<file path="config.mk">
export PLATFORM = sky130hd
export DESIGN_NAME = par_xcvr
export DESIGN_NICKNAME = d
export VERILOG_FILES = /design/src/rtl/par_xcvr.sv
export SDC_FILE = /design/constraint.sdc
export NUM_CORES = 1
export LEC_CHECK = 0
export ABC_AREA = 1
export CORE_ASPECT_RATIO = 0.5
export CORE_MARGIN = 2
export CORE_UTILIZATION = 29
export DETAILED_ROUTE_END_ITERATION = 6
export PLACE_DENSITY = 0.53
export SLEW_MARGIN = 30
export SYNTH_ARGS = -nofsm -noshare
export SYNTH_HDL_FRONTEND = slang
export SYNTH_SLANG_ARGS = --single-unit
export TNS_END_PERCENT = 10
</file>
<file path="constraint.sdc">
create_clock -name clk -period 2.9 [get_ports clk]
set_input_delay 0.29 -clock clk [delete_from_list [all_inputs] [get_ports clk]]
set_output_delay 0.29 -clock clk [all_outputs]
set_load 0.1 [all_outputs]
</file>
<file path="src/rtl/par_xcvr.sv">
module par_xcvr #(
  parameter int DW = 8
) (
  input  logic          clk,
  input  logic          rst_n,
  input  logic [DW-1:0] a_in,
  input  logic          a_par_in,
  input  logic [DW-1:0] b_in,
  input  logic          b_par_in,
  input  logic          ab_en_n,
  input  logic          ba_en_n,
  input  logic          pass_thru,
  input  logic          odd_sel,
  input  logic          lat_a_en,
  input  logic          lat_b_en,
  output logic [DW-1:0] a_out,
  output logic          a_par_out,
  output logic          a_drv,
  output logic [DW-1:0] b_out,
  output logic          b_par_out,
  output logic          b_drv,
  output logic          err_a_n,
  output logic          err_b_n,
  output logic          cfg_bad
);
  localparam int W = DW + 1;

  function automatic logic gen_par(input logic [DW-1:0] d, input logic odd);
    return (^d) ^ odd;
  endfunction

  logic [W-1:0] hold_a, hold_b, raw_a, raw_b, fwd_a, fwd_b, view_a, view_b;

  assign cfg_bad = !ab_en_n && !ba_en_n;
  assign b_drv   = !ab_en_n && ba_en_n;
  assign a_drv   = !ba_en_n && ab_en_n;

  assign raw_a = lat_a_en ? {a_par_in, a_in} : hold_a;
  assign raw_b = lat_b_en ? {b_par_in, b_in} : hold_b;

  assign fwd_b = {pass_thru ? raw_a[DW] : gen_par(raw_a[DW-1:0], odd_sel), raw_a[DW-1:0]};
  assign fwd_a = {pass_thru ? raw_b[DW] : gen_par(raw_b[DW-1:0], odd_sel), raw_b[DW-1:0]};

  assign view_a = (a_drv && lat_a_en) ? fwd_a : raw_a;
  assign view_b = (b_drv && lat_b_en) ? fwd_b : raw_b;

  assign {b_par_out, b_out} = b_drv ? fwd_b : '0;
  assign {a_par_out, a_out} = a_drv ? fwd_a : '0;

  assign err_a_n = gen_par(view_a[DW-1:0], odd_sel) == view_a[DW];
  assign err_b_n = gen_par(view_b[DW-1:0], odd_sel) == view_b[DW];

  always_ff @(posedge clk) begin
    if (!rst_n) begin
      hold_a <= '0;
      hold_b <= '0;
    end else begin
      if (lat_a_en) hold_a <= view_a;
      if (lat_b_en) hold_b <= view_b;
    end
  end
endmodule

</file>
### Yosys cells after proc, flatten, opt, wreduce, memory -nomap -nowiden

Index checks and enable logic that the tools add are counted.

| operators by class | value |
|---|---|
| equality and inequality tests | 2 |
| reductions and logical operators | 11 |
| bitwise logic cells | 4 |
| muxes and demuxes | 8 |

Operators by type and width:

| operator | number |
|---|---|
| two-way mux 9 bit | 6 |
| XOR reduction 8 bit | 4 |
| logical AND 1 bit | 5 |
| bitwise XOR 1 bit | 4 |
| == test 1 bit | 2 |
| zero test 1 bit | 2 |
| two-way mux 1 bit | 2 |

| word-level totals | value |
|---|---|
| bits in registers | 18 |
| output and inout port bits | 23 |

### Longest topological paths before layout

Gate-level depths: netlist (run 1).

| logic depth | value |
|---|---|
| depth in word-level cells | 8 |
| mapped depth | 19 |
| depth with buffers taken out | 18 |

### Worst setup path after synthesis (run 1)

No wires, ideal clock.

| timing | value |
|---|---|
| path type | input-to-output |
| from | in lat_b_en |
| to | out a_par_out |
| path buffers | 2 |
| required time | 2.610 ns |
| data arrival time | 2.534 ns |
| stages | 15 |
| slack | 0.076 ns |
| cells stage by stage | buf_6 inv_4 buf_6 nand2_1 nand2_1 nand2_1 nand2_1 inv_1 nand2_1 nand3_1 nand2_1 nand2_1 nand3_2 nand2_1 nor2_1 |

| on the way | value |
|---|---|
| cells in the longest elaborated chain, start to end | 5 |

RTL lines:

| item | line | source |
|---|---|---|
| from (decl) | 15 | `input logic lat_b_en,` |
| two-way mux 9 bit * | 39 | `assign raw_b = lat_b_en ? {b_par_in, b_in} : hold_b;` |
| XOR reduction 8 bit | 29 | `return (^d) ^ odd;` |
| bitwise XOR 1 bit | 29 |  |
| two-way mux 1 bit * | 42 | `assign fwd_a = {pass_thru ? raw_b[DW] : gen_par(raw_b[DW-1:0], odd_sel), raw_b[DW-1:0]};` |
| two-way mux 9 bit * | 48 | `assign {a_par_out, a_out} = a_drv ? fwd_a : '0;` |
| to (decl) | 17 | `output logic a_par_out,` |

Mark *: on every way between the ends. The rest lies on a longest branch, timed or not.

### Worst setup path in the final report (run 1)

| timing | value |
|---|---|
| from | in b_in[2] |
| to | out err_a_n |

| on the way | value |
|---|---|
| cells in the longest elaborated chain, start to end | 6 |
| elaborated cells between the ends (all ways) | 8 |
| those cells by class | eq/ne (1); mux (3); bitwise (2); reduce/logical (2) |

RTL lines:

| item | line | source |
|---|---|---|
| from (decl) | 8 | `input logic [DW-1:0] b_in,` |
| two-way mux 9 bit * | 39 |  |
| XOR reduction 8 bit | 29 |  |
| bitwise XOR 1 bit | 29 |  |
| two-way mux 1 bit | 42 |  |
| two-way mux 9 bit * | 44 | `assign view_a = (a_drv && lat_a_en) ? fwd_a : raw_a;` |
| == test 1 bit * | 50 | `assign err_a_n = gen_par(view_a[DW-1:0], odd_sel) == view_a[DW];` |
| to (decl) | 22 | `output logic err_a_n,` |

Marks and branches as above.

==> flow_metrics.py, run 1 <==
metrics = {
    "sta": {
        "hold_violations": 0,
        "setup_viol": 0,
        "fin_tns_setup_ns": 0,
        "slew_headroom": 0.634,
        "clock_skew_ns": 0.00373,
        "worst_hold_slack_ns": 0.638,
        "tightest_slew_ns": 0.546,
        "grt_setup_unrepaired": "no",
        "report.final.slew_viol_count": 0,
        "min_period_over_period": 0.849,
        "finalCriticalPeriod_ns": 2.46,
        "setup_slack_ns": 0.437,
        "max_freq_mhz": 406,
    },
    "yosys": {
        "synth_area_sq_um": 2090,
        "postSynthAreaPerCell_sq_um": 5.11,
        "synth_edf_count": 0,
        "synth-seq-cells": 18,
        "synth.distinct_cells": 22,
        "syn_inst": 409,
        "yosysWarnings": 0,
        "ys_async_sr_fraction": 0,
        "synth_flop_cell": "dfxtp_1",
        "seq_area_frac_synth": 0.172,
        "syn-num-nets": 435,
    },
    "critical_path": {
        "cp_max_fo": 5,
        "r2r_start": "hold_a[4]",
        "r2r_setup_slack_ns": 1.41,
        "r2r_end": "hold_b[8]",
        "reg2reg_depth": 13,
        "cp-start-kind": "input port",
        "worst-setup-path-type": "in -> out",
        "end_kind": "primary output",
        "critPathArrivalTime_ns": 2.17,
        "cp.required_ns": 2.61,
    },
    "floorplan": {
        "die_w_um": 124,
        "ios": 49,
        "die_area_sq_um": 7950,
        "core_area_sq_um": 6830,
        "fp.dieH_um": 64.1,
        "initial_core_util": 0.306,
        "row_count": 21,
    },
    "hold_path": {
        "hold_path_class": "in -> reg",
        "min_from": "ba_en_n",
        "min_path_cells": 4,
        "min_to": "hold_b[3]",
    },
    "grt": {
        "overflow": 0,
        "grtUsageTotal": 0.161,
        "antenna_found_initial": 0,
        "grt_pass1_wl_um": 9940,
        "grt_pass1_vias": 2028,
        "grt_max_degree": 19,
    },
    "pwr": {
        "internal-power_uw": 676,
        "power.switching_uw": 540,
        "power.total_mw": 1.22,
        "combPwrFrac": 0.548,
        "pwr-share-seq": 0.225,
        "power_density_nw_per_um2": 411,
        "p_leak_nw": 1.63,
        "max-vdd-ir-drop_v": 0.000182,
        "switching_share": 0.444,
        "pwr-share-clk": 0.227,
    },
    "layout": {
        "diodes": 0,
        "syn2layout_area_growth_pct": 41.4,
        "layout_common_cells": "227 x nand2_1, 37 x nor2_1, 31 x inv_1",
        "final_common_cell": "nand2_1",
        "layout-drive-gt1-share": 0.184,
        "finalNetCount": 484,
    },
    "detailed_routing": {
        "ant_nets": 0,
        "via_per_inst": 4.32,
        "first_pass_iters": 4,
        "vias": 2369,
        "wire_per_inst_um": 11.1,
        "wl_um": 6090,
        "drc": 0,
        "first_iter_violations": 133,
    },
    "clock_tree": {
        "root_buffer": "clkbuf_16",
        "tritoncts": "yes",
        "clk_pin_slew_ns": 0.05,
        "post_cts_buffers": 0,
        "clock-sinks": 18,
        "clk_latency_ns": 0.25,
        "post_cts_resized": 0,
        "cts_made_buffers": 3,
        "holdBufCountCts": 0,
        "cts_buffer_depth": 2,
        "cts-htree-levels": 1,
    },
    "placed_design": {
        "dp_slack_ns": 0.0663,
        "gp_congestion": 0.827,
        "io_buffers": 48,
        "hpwl_um": 5080,
    },
    "outcome": {
        "status": "finished, final reports clean",
    },
    "flow_run": {
        "cap_violations": 0,
    },
}
critical path, stage by stage:
cell and delay, ns:
clkdlybuf4s50_1 0.46, nand2_1 0.05, nand2_1 0.23, inv_1 0.09, nand2_1 0.08, nand2_1 0.07, nand2_1 0.08, nand2_2 0.06
inv_2 0.05, nand2_1 0.04, nand2_1 0.06, nand2_1 0.06, nand2_1 0.06, nand2_1 0.04, nand2_1 0.08, nand3_1 0.07
nand2_1 0.11, buf_12 0.18
stage by stage:
step | instance area (sq um) | util | std cells
2_1_floorplan | 2090 | - | 409
3_3_place_gp | 2850 | 0.417 | 545
3_5_place_dp | 2850 | 0.417 | 545
4_1_cts | 2930 | 0.428 | 548
5_1_grt | 2960 | 0.433 | 548
6_report | 2960 | 0.433 | 548
power groups by stage:
stage                     logic [mW]  clock network, mW  registers (mW)
after detailed placement       0.661                  0           0.278
after CTS                      0.664              0.281           0.273
after global routing           0.735              0.292           0.275
final                          0.666              0.276           0.273
after floorplan                0.469                  0           0.277
after global placement         0.661                  0           0.278
synthesized netlist by cell type (2+ instances only):
cell / count / share of area
nand3_2: 5 / 0.024
a21oi_1: 5 / 0.012
buf_4: 3 / 0.011
nand2_2: 20 / 0.060
nand3_1: 14 / 0.033
o21ai_2: 5 / 0.021
nand2_1: 227 / 0.41
nor2_1: 37 / 0.066
o21ai_1: 7 / 0.017
xor2_1: 4 / 0.017
inv_1: 31 / 0.056
dfxtp_1: 18 / 0.17
inv_2: 12 / 0.022
inv_4: 2 / 0.0060
nor2_2: 3 / 0.0090
xnor2_1: 4 / 0.017
buf_6: 6 / 0.032
clkbuf_1: 2 / 0.0036
routing by layer:
metal  wire (um)  GRT usage  share of wire
met2        2200      0.209           0.36
met4          34     0.0253         0.0056
met1        3500      0.269           0.58
met3         348     0.0250          0.057
met5           0          0              0
kinds of logic after synthesis:
| family | share of synthesized area |
|---|---|
| AO/OA/AOI/OAI | 0.0520 |
| XOR/XNOR | 0.0335 |
| buffers and inverters | 0.134 |
| flip-flops | 0.172 |
| AND/OR/NAND/NOR | 0.608 |
flip-flops by register name, summed over array words and instances, names as in the netlist:
name and cells:
hold_a 9, hold_b 9
final cells by class:
| class | count | area, sq um |
|---|---|---|
| fillers | 768 | 3870 |
| repair buffers | 56 | 756 |
| flip-flops and latches | 18 | 360 |
| inverters | 46 | 180 |
| well taps | 92 | 115 |
| multi-input cells | 333 | 1470 |
| clock buffers | 3 | 75.1 |
worst max path at each step:
stage | from | endpoint | cells past startpoint
after global placement | lat_b_en | err_b_n | 17
after detailed placement | lat_b_en | err_b_n | 15
final | b_in[2] | err_a_n | 18
after floorplan | lat_b_en | a_par_out | 15
after global routing | b_in[2] | err_a_n | 18
after CTS | lat_b_en | err_b_n | 15
No activity file was read; power rests on OpenSTA's default activity.
==> run 2: changes to the inputs <==
==> constraint.sdc (replaced) <==
create_clock -name clk -period 2.28 [get_ports clk]
set_input_delay 0.228 -clock clk [delete_from_list [all_inputs] [get_ports clk]]
set_output_delay 0.228 -clock clk [all_outputs]
set_load 0.1 [all_outputs]
==> flow_metrics.py, run 2 (synthesized netlist as in run 1, its figures left out) <==
metrics = {
    "outcome": {
        "status": "finished, final reports clean",
    },
    "critical_path": {
        "slowest_stage": "dfxtp_1",
        "cp_max_fo": 4,
        "r2r_setup_slack_ns": 0.72,
        "r2r_start": "hold_b[0]",
        "worst-setup-path-type": "reg -> out",
        "critPathArrivalTime_ns": 1.97,
        "r2r_end": "hold_a[8]",
        "cp.required_ns": 2.05,
        "path_delay_family": "simple AND/OR/NAND/NOR gates",
        "reg2reg_depth": 11,
        "critPathBufInv": 4,
        "cp_common_cell": "nand2_1",
        "cp-start-kind": "flip-flop",
        "end_kind": "primary output",
        "cpPeakStageDelay_ns": 0.29,
        "path_cells": "inv_1 > nand2_1 > nand2_2 > nand2_1 > nand2_2 > nand2_2 > nand2_2 > inv_2 > nand2_1 > nand2_1 > nand2_1 > nand2_1 > nand2_1 > nand2_1 > inv_1 > nand2_1 > nand2_2 > buf_12",
        "worstSetupStartpoint": "hold_a[3]",
    },
    "clock_tree": {
        "cts-htree-levels": 1,
        "clock-sinks": 18,
        "clk_latency_ns": 0.25,
        "cts_made_buffers": 3,
        "root_buffer": "clkbuf_16",
        "clk_pin_slew_ns": 0.06,
        "holdBufCountCts": 0,
        "tritoncts": "yes",
        "cts_buffer_depth": 2,
    },
    "sta": {
        "clock_skew_ns": 0.00227,
        "slew_headroom": 0.604,
        "setup_slack_ns": 0.0857,
        "setup_viol": 0,
        "finalCriticalPeriod_ns": 2.19,
        "max_freq_mhz": 456,
        "report.final.slew_viol_count": 0,
        "tightest_slew_ns": 0.590,
        "hold_violations": 0,
        "min_period_over_period": 0.962,
    },
    "grt": {
        "grt_max_degree": 20,
        "grt_pass1_vias": 2245,
        "grt_pass1_wl_um": 11100,
        "overflow": 0,
        "grtUsageTotal": 0.179,
        "antenna_found_initial": 0,
    },
    "detailed_routing": {
        "vias": 2715,
        "ant_nets": 0,
        "via_per_inst": 4.44,
        "first_iter_violations": 207,
        "first_pass_iters": 4,
        "wl_um": 7430,
        "drc": 0,
        "wire_per_inst_um": 12.1,
    },
    "layout": {
        "syn2layout_area_growth_pct": 85.1,
        "layout-drive-gt1-share": 0.463,
        "finalNetCount": 548,
        "regArea_sq_um": 360,
        "fin_util": 0.567,
        "final_common_cell": "nand2_1",
        "reg_top3": "hold_a: 9 flops, hold_b: 9 flops",
        "diodes": 0,
        "n_fill_cell": 659,
        "fin_cells": 612,
        "layout_common_cells": "156 x nand2_1, 81 x nand2_2, 62 x buf_4",
        "fin_area_sq_um": 3870,
        "multiInputGateArea_sq_um": 1790,
    },
    "hold_path": {
        "min_to": "hold_a[5]",
        "min_from": "b_in[5]",
        "hold_path_class": "in -> reg",
        "min_path_cells": 6,
    },
    "placed_design": {
        "io_buffers": 48,
        "gp_congestion": 0.802,
        "hpwl_um": 5460,
        "post-place-cells": 593,
        "dpl_cell_area_sq_um": 3280,
        "dp_slack_ns": -0.335,
    },
    "floorplan": {
        "fp.dieH_um": 64.1,
        "core_area_sq_um": 6830,
        "row_count": 21,
        "initial_core_util": 0.306,
        "ios": 49,
        "die_area_sq_um": 7950,
        "die_w_um": 124,
    },
    "pwr": {
        "max-vdd-ir-drop_v": 0.000241,
        "p_leak_nw": 2.13,
        "power_density_nw_per_um2": 467,
    },
    "flow_run": {
        "cap_violations": 0,
    },
}
==> run 2: cell count changes in the layout (fill, tap and decap cells not counted), moves of 5 or more <==
cell             delta
nand2_1            -71
nand3_2             +6
buf_4              +52
nand2_4            +10
buf_6               +6
clkdlybuf4s50_1    -15
buf_12              +5
nand3_1             -5
dlymetal6s2s_1     +11
nand2_2            +61
==> run 2: cell type report <==
type	count	area share
tap	92	0.0297
inverter	46	0.0491
clock buffer	3	0.0194
multi-input combinational	333	0.461
timing repair buffer	119	0.346
timing repair inverter	1	0.00129
sequential	18	0.0931
==> run 2: how the worst max path moves through the flow <==
stage / slack [ns] / cells past startpoint / to
after floorplan: -0.41 / 15 / b_par_out
after detailed placement: -0.34 / 17 / err_b_n
after global routing: -0.06 / 18 / err_a_n
after global placement: -0.36 / 17 / err_b_n
final: 0.09 / 18 / err_a_n
after CTS: 0.0008 / 18 / err_b_n
==> run 2: report_power, final <==
part	leakage, nW	internal (mW)	total, mW	switching [mW]
registers	0.149	0.339	0.347	0.00851
logic	1.95	0.437	1.10	0.662
clock network	0.0370	0.231	0.364	0.133
total	2.13	1.01	1.81	0.804
==> run 2: layer usage <==
metal | vias to the layer above | part of all wire | GRT usage
li1 | 1443 | - | -
met5 | - | 0 | 0
met2 | 66 | 0.41 | 0.236
met1 | 1204 | 0.52 | 0.300
met3 | 2 | 0.068 | 0.0277
met4 | 0 | 0.0019 | 0.0169
==> run 2: worst register-to-register path, stage by stage (launching register included) <==
cell and delay (ns):
dfxtp_1 0.30, nand2_1 0.12, nand2_4 0.08, buf_4 0.14
xnor2_1 0.16, nand2_1 0.08, nand2_2 0.08, nand3_1 0.09
nand3_2 0.08, nand3_2 0.09, buf_4 0.14, a21oi_1 0.11
==> run 2: through the flow <==
stage / setup TNS [ns] / total power, mW / hold slack, ns
2_1_floorplan: -0.406 / 0.950 / 0.430
3_3_place_gp: -0.899 / 1.30 / 0.619
3_5_place_dp: -0.886 / 1.30 / 0.626
4_1_cts: 0 / 1.67 / 0.635
5_1_grt: -0.0862 / 1.91 / 0.642
6_report: 0 / 1.81 / 0.585
==> run 2: what timing repair did <==
| item | in CTS | in global routing |
|---|---|---|
| buffers inserted | 1 | 12 |
| endpoints found under the setup margin | 4 | 3 |
| cloned | 0 | 3 |
| gates resized for setup | 17 | 129 |
| pin swaps | 0 | 66 |
==> run 3: changes to the inputs <==
--- a/config.mk
+++ b/config.mk
@@ -10,6 +10,7 @@
 export CORE_MARGIN = 2
 export CORE_UTILIZATION = 29
 export DETAILED_ROUTE_END_ITERATION = 6
+export MAX_ROUTING_LAYER = met4
 export PLACE_DENSITY = 0.53
 export SLEW_MARGIN = 30
 export SYNTH_ARGS = -nofsm -noshare
==> flow_metrics.py, run 3 (synthesized netlist as in run 1, its figures left out) <==
metrics = {
    "outcome": {
        "status": "finished, final reports clean",
    },
    "floorplan": {
        "row_count": 21,
        "core_area_sq_um": 6830,
        "die_area_sq_um": 7950,
        "ios": 49,
        "initial_core_util": 0.306,
        "die_w_um": 124,
        "fp.dieH_um": 64.1,
    },
    "critical_path": {
        "slowest_stage": "dfxtp_1",
        "cpPeakStageDelay_ns": 0.29,
        "worstSetupStartpoint": "hold_a[3]",
        "r2r_setup_slack_ns": 0.72,
        "cp_max_fo": 4,
        "r2r_start": "hold_b[0]",
        "end_kind": "primary output",
        "cp-start-kind": "flip-flop",
        "path_cells": "inv_1 > nand2_1 > nand2_2 > nand2_1 > nand2_2 > nand2_2 > nand2_2 > inv_2 > nand2_1 > nand2_1 > nand2_1 > nand2_1 > nand2_1 > nand2_1 > inv_1 > nand2_1 > nand2_2 > buf_12",
        "endpoint": "err_a_n",
        "reg2reg_depth": 11,
        "worst-setup-path-type": "reg -> out",
        "r2r_end": "hold_a[8]",
        "cp.required_ns": 2.05,
        "cp_common_cell": "nand2_1",
        "critPathArrivalTime_ns": 1.96,
    },
    "detailed_routing": {
        "topRoutingLayerUsed": "met4",
        "wl_met3_um": 531,
        "wl_um": 7450,
        "first_iter_violations": 176,
        "vias": 2724,
        "first_pass_iters": 4,
        "drc": 0,
        "wl_met2_um": 3110,
        "via_per_inst": 4.45,
        "wl_met1_um": 3780,
        "wire_per_inst_um": 12.2,
        "ant_nets": 0,
    },
    "sta": {
        "report.final.slew_viol_count": 0,
        "tightest_slew_ns": 0.574,
        "min_period_over_period": 0.960,
        "max_freq_mhz": 457,
        "slew_headroom": 0.615,
        "clock_skew_ns": 0.00233,
        "hold_violations": 0,
        "finalCriticalPeriod_ns": 2.19,
        "setup_viol": 0,
    },
    "clock_tree": {
        "holdBufCountCts": 0,
        "cts_made_buffers": 3,
        "clock-sinks": 18,
        "cts-htree-levels": 1,
        "clk_latency_ns": 0.25,
        "cts_buffer_depth": 2,
        "clk_pin_slew_ns": 0.06,
        "tritoncts": "yes",
        "root_buffer": "clkbuf_16",
    },
    "pwr": {
        "power_density_nw_per_um2": 467,
        "p_leak_nw": 2.13,
        "max-vdd-ir-drop_v": 0.000239,
        "power.total_mw": 1.81,
    },
    "grt": {
        "overflow": 0,
        "grt_pass1_wl_um": 11100,
        "grt_max_degree": 20,
        "grt_pass1_vias": 2246,
        "grtUsageTotal": 0.184,
        "antenna_found_initial": 0,
    },
    "layout": {
        "n_fill_cell": 659,
        "layout_common_cells": "156 x nand2_1, 81 x nand2_2, 62 x buf_4",
        "finalNetCount": 548,
        "final_common_cell": "nand2_1",
        "syn2layout_area_growth_pct": 85.1,
        "fin_util": 0.567,
        "diodes": 0,
        "layout-drive-gt1-share": 0.463,
        "reg_top3": "hold_a: 9 flops, hold_b: 9 flops",
    },
    "placed_design": {
        "hpwl_um": 5460,
        "io_buffers": 48,
        "gp_congestion": 0.814,
    },
    "flow_run": {
        "cap_violations": 0,
    },
    "hold_path": {
        "hold_path_class": "in -> reg",
    },
}
==> run 3: cell counts in the layout (fill, tap and decap cells not counted) <==
Identical to the previous run, type by type.
==> run 3: where the power goes <==
part | internal (mW) | total (mW) | switching (mW)
Combinational | 0.437 | 1.10 | 0.663
Clock | 0.231 | 0.362 | 0.130
Sequential | 0.339 | 0.347 | 0.00853
==> run 3: what timing repair did <==
item / in CTS / in global routing
gates cloned: 0 / 3
endpoints found under the setup margin: 4 / 3
gates resized for setup: 17 / 129
pin swaps: 0 / 66
endpoints found under the hold margin: 0 / 0
setup buffers: 1 / 12
==> run 3: how the worst min path moves through the flow <==
stage / from / to / slack (ns) / cells past startpoint
after floorplan: rst_n / hold_a[8] / 0.43 / 2
after global placement: hold_b[8] / hold_b[8] / 0.62 / 4
after detailed placement: hold_b[8] / hold_b[8] / 0.63 / 4
after CTS: hold_b[8] / hold_b[8] / 0.64 / 4
after global routing: b_in[4] / hold_a[4] / 0.64 / 6
final: b_in[5] / hold_a[5] / 0.59 / 6
==> run 3: per-stage QoR <==
step	instances	area [sq um]	setup WS (ns)	hold WS (ns)	setup TNS [ns]
after floorplan	409	2090	-0.406	0.430	-0.406
after detailed placement	593	3280	-0.335	0.626	-0.886
final	612	3870	0.0909	0.588	0
after CTS	597	3390	0.000800	0.635	0
after global placement	593	3280	-0.361	0.619	-0.899
after global routing	612	3870	-0.0558	0.642	-0.0856
==> run 3: layout make-up <==
cell class | count | area (sq um) | share of cell area
repair buffers | 119 | 1340 | 0.346
well taps | 92 | 115 | 0.0297
inverters | 46 | 190 | 0.0491
flip-flops and latches | 18 | 360 | 0.0931
clock buffers | 3 | 75.1 | 0.0194
multi-input cells | 333 | 1790 | 0.461
repair inverters | 1 | 5.00 | 0.00129
==> run 3: layer usage <==
metal,up-vias,global-route usage
met2,70,0.236
met5,-,-
met4,0,0.0169
met1,1214,0.301
li1,1438,-
met3,2,0.0259
==> run 3: critical path, delay by kind of cell, from the launching register on <==
family                 cells  cell delay, ns
buffers and inverters      4            0.35
DFF                        1            0.29
and+or+nand+nor           14            1.05
